**config.mk**
```make
export PLATFORM = sky130hd
export DESIGN_NAME = burst_addr_gen
export DESIGN_NICKNAME = d
export VERILOG_FILES = /design/src/rtl/burst_pkg.sv /design/src/rtl/burst_strobe_arb.sv /design/src/rtl/burst_beat_ctr.sv /design/src/rtl/burst_addr_map.sv /design/src/rtl/burst_addr_gen.sv
export SDC_FILE = /design/constraint.sdc
export NUM_CORES = 1
export LEC_CHECK = 0
export ABC_AREA = 0
export BUFFER_PORTS_ARGS = -buffer_cell sky130_fd_sc_hd__buf_2
export CAP_MARGIN = 20
export CORE_AREA = 2 2 47 49
export DETAILED_ROUTE_END_ITERATION = 8
export DIE_AREA = 0 0 49 51
export HOLD_SLACK_MARGIN = 0.05
export PLACE_DENSITY_LB_ADDON = 0.05
export SLEW_MARGIN = 20
export SYNTH_ARGS = -nofsm -noshare
export SYNTH_HDL_FRONTEND = slang
export SYNTH_SLANG_ARGS = --single-unit
```
**constraint.sdc**
```tcl
create_clock -name clk -period 1 [get_ports clk]
set_input_delay 0.05 -clock clk [delete_from_list [all_inputs] [get_ports clk]]
set_output_delay 0.05 -clock clk [all_outputs]
set_load 0.03 [all_outputs]
```
**src/rtl/burst_pkg.sv**
```systemverilog
package burst_pkg;

    typedef enum logic {
        ORD_INTERLEAVE = 1'b0,
        ORD_LINEAR     = 1'b1
    } order_e;

    typedef enum logic [1:0] {
        ACT_HOLD      = 2'd0,
        ACT_STEP      = 2'd1,
        ACT_LOAD_PROC = 2'd2,
        ACT_LOAD_CTRL = 2'd3
    } act_e;

    // Strobe priority: qualified processor strobe, then controller strobe,
    // then advance, else hold.
    function automatic act_e decode_act(
        input logic ce_n,
        input logic ads_proc_n,
        input logic ads_ctrl_n,
        input logic adv_n
    );
        if (!ce_n && !ads_proc_n)
            return ACT_LOAD_PROC;
        else if (!ads_ctrl_n)
            return ACT_LOAD_CTRL;
        else if (!adv_n)
            return ACT_STEP;
        else
            return ACT_HOLD;
    endfunction

    function automatic logic is_load(input act_e a);
        return (a == ACT_LOAD_PROC) || (a == ACT_LOAD_CTRL);
    endfunction

endpackage

```
**src/rtl/burst_strobe_arb.sv**
```systemverilog
module burst_strobe_arb
    import burst_pkg::*;
(
    input  logic ce_n,
    input  logic ads_proc_n,
    input  logic ads_ctrl_n,
    input  logic adv_n,
    output act_e act
);

    always_comb begin
        act = decode_act(ce_n, ads_proc_n, ads_ctrl_n, adv_n);
    end

endmodule

```
**src/rtl/burst_beat_ctr.sv**
```systemverilog
module burst_beat_ctr
    import burst_pkg::*;
#(
    parameter int ADDR_W = 16,
    parameter int BEAT_W = 2
) (
    input  logic              clk,
    input  logic              rst,
    input  act_e              act,
    input  logic [ADDR_W-1:0] addr_in,
    output logic [ADDR_W-1:0] base_q,
    output logic [BEAT_W-1:0] cnt_q,
    output act_e              last_act_q
);

    localparam logic [BEAT_W-1:0] CNT_ONE = BEAT_W'(1);

    always_ff @(posedge clk) begin
        if (rst) begin
            base_q     <= '0;
            cnt_q      <= '0;
            last_act_q <= ACT_HOLD;
        end else begin
            last_act_q <= act;
            unique case (act)
                ACT_LOAD_PROC, ACT_LOAD_CTRL: begin
                    base_q <= addr_in;
                    cnt_q  <= '0;
                end
                ACT_STEP: cnt_q <= cnt_q + CNT_ONE;
                default:  cnt_q <= cnt_q;
            endcase
        end
    end

endmodule

```
**src/rtl/burst_addr_map.sv**
```systemverilog
module burst_addr_map
    import burst_pkg::*;
#(
    parameter int ADDR_W = 16,
    parameter int BEAT_W = 2
) (
    input  logic [ADDR_W-1:0] base,
    input  logic [BEAT_W-1:0] cnt,
    input  order_e            order,
    output logic [ADDR_W-1:0] addr
);

    localparam int HI_W = ADDR_W - BEAT_W;

    logic [BEAT_W-1:0] lo_ilv;
    logic [BEAT_W-1:0] lo_lin;
    logic [BEAT_W-1:0] lo_sel;

    // Interleaved order: one XOR gate per counter bit.
    for (genvar b = 0; b < BEAT_W; b++) begin : g_ilv
        assign lo_ilv[b] = base[b] ^ cnt[b];
    end

    // Linear order: BEAT_W-bit add wraps inside the block.
    assign lo_lin = base[BEAT_W-1:0] + cnt;

    always_comb begin
        lo_sel = (order == ORD_LINEAR) ? lo_lin : lo_ilv;
    end

    if (HI_W > 0) begin : g_hi
        assign addr = {base[ADDR_W-1:BEAT_W], lo_sel};
    end else begin : g_nohi
        assign addr = lo_sel;
    end

endmodule

```
**src/rtl/burst_addr_gen.sv**
```systemverilog
module burst_addr_gen
    import burst_pkg::*;
#(
    parameter int ADDR_W = 16,
    parameter int BEAT_W = 2
) (
    input  logic              clk,
    input  logic              rst,
    input  logic              mode_linear,
    input  logic              ce_n,
    input  logic              ads_proc_n,
    input  logic              ads_ctrl_n,
    input  logic              adv_n,
    input  logic [ADDR_W-1:0] addr_in,
    output logic [ADDR_W-1:0] addr_out,
    output logic              beat_load,
    output logic              beat_adv,
    output logic              load_from_proc
);

    act_e              act;
    act_e              last_act;
    logic [ADDR_W-1:0] base;
    logic [BEAT_W-1:0] cnt;
    order_e            order;

    assign order = mode_linear ? ORD_LINEAR : ORD_INTERLEAVE;

    burst_strobe_arb i_arb (
        .ce_n       (ce_n),
        .ads_proc_n (ads_proc_n),
        .ads_ctrl_n (ads_ctrl_n),
        .adv_n      (adv_n),
        .act        (act)
    );

    burst_beat_ctr #(
        .ADDR_W (ADDR_W),
        .BEAT_W (BEAT_W)
    ) i_ctr (
        .clk        (clk),
        .rst        (rst),
        .act        (act),
        .addr_in    (addr_in),
        .base_q     (base),
        .cnt_q      (cnt),
        .last_act_q (last_act)
    );

    burst_addr_map #(
        .ADDR_W (ADDR_W),
        .BEAT_W (BEAT_W)
    ) i_map (
        .base  (base),
        .cnt   (cnt),
        .order (order),
        .addr  (addr_out)
    );

    assign beat_load      = is_load(last_act);
    assign beat_adv       = (last_act == ACT_STEP);
    assign load_from_proc = (last_act == ACT_LOAD_PROC);

endmodule

```
## Word level (Yosys, flattened, before mapping)

Index checks and enable logic that the tools add are counted.

- Flip-flop bits (word level): 20
- Output and inout port bits: 19
- Input port bits: 23

- Equality and inequality tests: 6
- Bitwise gates (word level): 2
- Add/sub/neg operators: 2
- Reduce and logical (&&, ||, !) cells: 6
- Mux-type cells: 6

Operator list:

| kind | number |
|---|---|
| $eq A2 B2 Y1 const B | 4 |
| $mux W2 | 3 |
| $eq A2 B1 Y1 const B | 2 |
| $pmux W2 S2 | 1 |
| $add A2 B1 Y2 const B | 1 |
| $add A2 B2 Y2 | 1 |
| $logic_not A1 Y1 | 2 |
| $mux W1 | 2 |
| $reduce_bool A2 Y1 | 1 |
| $reduce_or A2 Y1 | 1 |
| $xor A1 B1 Y1 | 2 |
| $logic_and A1 B1 Y1 | 1 |
| $logic_or A1 B1 Y1 | 1 |

## Longest topological paths before layout

- Depth in word-level cells: 6
- Gate-level depth with buffers: 4
- Gate-level depth less buffers: 3

## Cells and area by module

A second synthesis with hierarchy kept.

- Cell total of the unflattened synthesis: 86
- Area, all modules: 893.4 sq um

Modules (own cells, without submodules):

| module | sequential area each (sq um) | cells an instance | times used | area each (sq um) |
|---|---|---|---|---|
| burst_beat_ctr | 400.4 | 63 | 1 | 715.7 |
| burst_addr_map | 0.0 | 18 | 1 | 138.9 |
| burst_strobe_arb | 0.0 | 2 | 1 | 20.0 |
| burst_addr_gen | 0.0 | 3 | 1 | 18.8 |

## Worst setup path after synthesis

OpenSTA, ideal clock, no wires.

- Path type: register to output
- From: register i_ctr.cnt_q[0]
- To: output port addr_out[1]
- Cell stages (with the launch flop): 4
- Data arrival time: 1.035 ns
- Path slack: -0.085 ns
- Path through: dfxtp_1 > ha_1 > nand2_1 > xnor2_1

- Word-level cells in the longest chain between the ends: 2

RTL lines:

| what | RTL line | text |
|---|---|---|
| start, declared | burst_beat_ctr.sv:12 | `output logic [BEAT_W-1:0] cnt_q,` |
| start signal, assigned | burst_beat_ctr.sv:30 | `ACT_STEP: cnt_q <= cnt_q + CNT_ONE;` |
| start signal, assigned | burst_beat_ctr.sv:31 | `default: cnt_q <= cnt_q;` |
| $add A2 B2 Y2 | burst_addr_map.sv:25 | `assign lo_lin = base[BEAT_W-1:0] + cnt;` |
| $mux W2 | burst_addr_map.sv:28 | `lo_sel = (order == ORD_LINEAR) ? lo_lin : lo_ilv;` |
| end, declared | burst_addr_gen.sv:15 | `output logic [ADDR_W-1:0] addr_out,` |

No other way between the ends.

## Final worst setup path

- From: register i_ctr.cnt_q[1]
- To: output port addr_out[1]

- Word-level cells in the longest chain between the ends: 2
- Elaborated cells on any way between the ends: 3
- Those cells by class: add/sub: 1; mux: 1; bitwise: 1

RTL lines:

| what | RTL line |
|---|---|
| $add A2 B2 Y2 or $xor A1 B1 Y1 (tied branches) | burst_addr_map.sv:25, burst_addr_map.sv:21 |
| $mux W2 (*) | burst_addr_map.sv:28 |

Every way passes the cells marked *; elsewhere a longest branch is shown, timed or not.

==> key figures <==
Drt
  – Final wirelength: approximately 1600 µm
  – Drt via density: approximately 4.3
  – Wirelength per Cell: 10.5 µm
  – First DRT Iteration DRCs: 6
  – Vias: 640
  – Pre-antenna DRT Iters: 2
  – # DRC: 0
  – Antenna-violating nets left: 0

Floorplanning
  – Initial core utilization: 0.388
  – IO Pins: 42
  – CORE AREA: slightly above 0.002 mm²
  – Full die area: around 0.0025 mm²
  – DIE WIDTH: roughly 49 µm
  – # rows: 17
  – Die height: around 51 µm

Power and ir drop
  – Combinational power share: 0.208
  – Internal: about 0.0015 W
  – Sw Ratio: 0.244
  – PwrDens: around 1500 mW/mm²
  – Seq pwr share: 0.458
  – Power share of the clock group: 0.334
  – Net Sw Power: 0.000468 W
  – Maximum vdd drop: between 0.7 and 0.8 mV
  – Lkg Pwr: around 0.60 nW

Place
  – Final HPWL DP: 960 µm
  – Dpl cells: 124
  – GPL Wtd Cong: 0.582
  – IO Port Bufs: between 40 and 50

Global route
  – GRT Residual Overflow: 0
  – Vias in the first global route: roughly 600
  – First-pass GRT wire length: 2550 µm
  – Largest net degree at the start of global routing: 19
  – Antenna violations before repair: 0
  – Aggregate global-route resource usage: 0.134

Timing
  – Final WS setup: -0.181 ns
  – Period utilisation layout: 1.18
  – Slew headroom: 0.531
  – Final TNS setup: -0.270 ns
  – # setup viols final: 3
  – Final max-slew violation count: 0
  – Hold Vio Cnt, Final: 0
  – Worst-Margin Slew: ~0.7 ns
  – Minimum clock period: ~1.2 ns
  – Setup Skew: ~0.0018 ns
  – Maximum clock rate: 847 MHz
  – RSZ-0062 raised after global routing: true

Worst hold path
  – Min-delay src: rst
  – Hold Crit Class: input pin to flop
  – Hold endpoint: i_ctr.last_act_q[0]$_SDFF_PP0_
  – Hold Path Depth: 3

Clocking
  – Clk slew on worst S/H paths: ~0.11 ns
  – Clk buf depth: 2
  – Root Buffer: clkbuf_4
  – Worst skew pair latency: a little under 0.3 ns
  – CTS sink count: 20
  – TritonCTS buffer count: 3
  – CTS tree: done
  – H-tree lvl count: 1

Synthesis
  – Mapped cell area: roughly 800 µm²
  – Netlist cell types: 18
  – Ranking of synthesized cells by area: dfxtp_1 (50%), a22o_1 (18%), buf_4 (14%), nor3b_4 (2.3%), xnor2_1 (2.2%)
  – Cells after synthesis: 70
  – Post-synthesis sequential area ratio: 0.500
  – Avg Cell Area, Syn: around 11 µm²
  – Synth area leader: dfxtp_1
  – FF+latch count, synth: 20
  – Share of the synthesized area in the top cell type: 0.500
  – Syn nets: 94
  – Synthesis warning total: 0

Setup path
  – Crit Reg-Reg Endpoint: i_ctr.cnt_q[1]$_SDFFE_PP0P_
  – Critical Path RT: 0.95 ns
  – CP Class: flop to output pin
  – Worst Reg-to-Reg Cells: 4
  – RR Startpoint: i_ctr.cnt_q[0]$_SDFFE_PP0P_
  – Crit. End Element: output pin
  – Flop2flop setup slack: about 0.1 ns
  – Arr. time, crit path: roughly 1.1 ns
  – Worst-path fanout max: 2
  – Setup crit start kind: flop

Layout
  – Commonest non-fill, non-tap cells in the layout: buf_2 (37), dlygate4sd3_1 (18), a22o_1 (16)
  – Diodes inserted: 0
  – Final non-filler cell total: between 100 and 150
  – Synthesis-to-finish area growth: 56.6%
  – Share of layout cells above drive strength 1: 0.529
  – Fin nets: about 150
  – Most common cell after layout, fill and taps aside: buf_2

Run status
  – Status: finished with violations
  – Failing checks: negative setup slack

Job
  – Number of max-cap violations: 0
metal layers:
layer / part of all wire / global-route usage / up-vias
met5: 0 / 0 / -
met4: 0 / 0.0571 / 0
met3: 0.058 / 0.0292 / 0
met2: 0.44 / 0.215 / 24
met1: 0.50 / 0.174 / 284
li1: - / - / 332
stage by stage:
step           total power (W)  area (µm²)   util  worst slack, ns  hold slack, ns
2_1_floorplan          0.00115         808      -           0.0843           0.128
3_3_place_gp           0.00121         940  0.455           -0.137           0.263
3_5_place_dp           0.00121         940  0.455           -0.151           0.270
4_1_cts                0.00194        1230  0.594           -0.209          0.0624
5_1_grt                0.00202        1250  0.608           -0.248          0.0573
6_report               0.00192        1250  0.608           -0.181          0.0656
worst max-delay path, cell delays in order (launching register included):
cell and delay, ns:
dfxtp_2 0.35, xor2_2 0.18, xnor2_2 0.16, buf_6 0.15
power groups by stage:
| stage | sequential [W] | clock (W) | combinational [W] |
|---|---|---|---|
| floorplan | 0.000886 | 0 | 0.000261 |
| global placement | 0.000890 | 0 | 0.000315 |
| detailed placement | 0.000889 | 0 | 0.000318 |
| CTS | 0.000878 | 0.000667 | 0.000392 |
| global route | 0.000887 | 0.000703 | 0.000430 |
| finish | 0.000880 | 0.000642 | 0.000400 |
synth_stat cells:
library cell   n
dfxtp_1       20
nand2_1        1
nor2b_1        2
clkbuf_1       2
nand2b_1       2
nor2_1         1
buf_4         15
and3_1         1
xnor2_1        2
buf_6          1
ha_1           1
a211oi_1       1
a22o_1        16
nor3b_4        1
nor2_4         1
and2_1         1
o21a_1         1
xor2_1         1
state kept, by name, indices dropped and copies added, names as in the netlist:
name / flops
i_ctr.last_act_q: 2
i_ctr.base_q: 16
i_ctr.cnt_q: 2
how the worst max path moves through the flow:
stage	startpoint	to
6_report	i_ctr.cnt_q[1]$_SDFFE_PP0P_	addr_out[1]
3_5_place_dp	ads_proc_n	i_ctr.cnt_q[0]$_SDFFE_PP0P_
5_1_grt	i_ctr.base_q[1]$_SDFFE_PP0P_	addr_out[1]
4_1_cts	i_ctr.base_q[1]$_SDFFE_PP0P_	addr_out[1]
3_3_place_gp	ads_proc_n	i_ctr.cnt_q[0]$_SDFFE_PP0P_
2_1_floorplan	i_ctr.cnt_q[0]$_SDFFE_PP0P_	addr_out[1]
timing repair:
action	4_1_cts	5_1_grt
setup endpoints to repair	4	4
pin swaps	1	1
resized for setup	15	3
hold buffers	18	0
buffers inserted	1	2
hold endpoints to repair	17	0
cell type report:
class | instances | area, µm²
clock inverter | 1 | 30.0
sequential | 20 | 408
timing repair buffer | 65 | 452
clock buffer | 3 | 22.5
tap | 28 | 35.0
multi-input combinational | 32 | 307
fill | 187 | 810
kinds of logic after synthesis:
family          Yosys count  synth area share
buf+inv                  18             0.164
xor+xnor                  3            0.0328
flops                    20             0.500
simple gates             10            0.0937
fa+ha+maj                 1            0.0156
compound gates           18             0.194
Note: power is estimated with default switching activity, not from simulation.
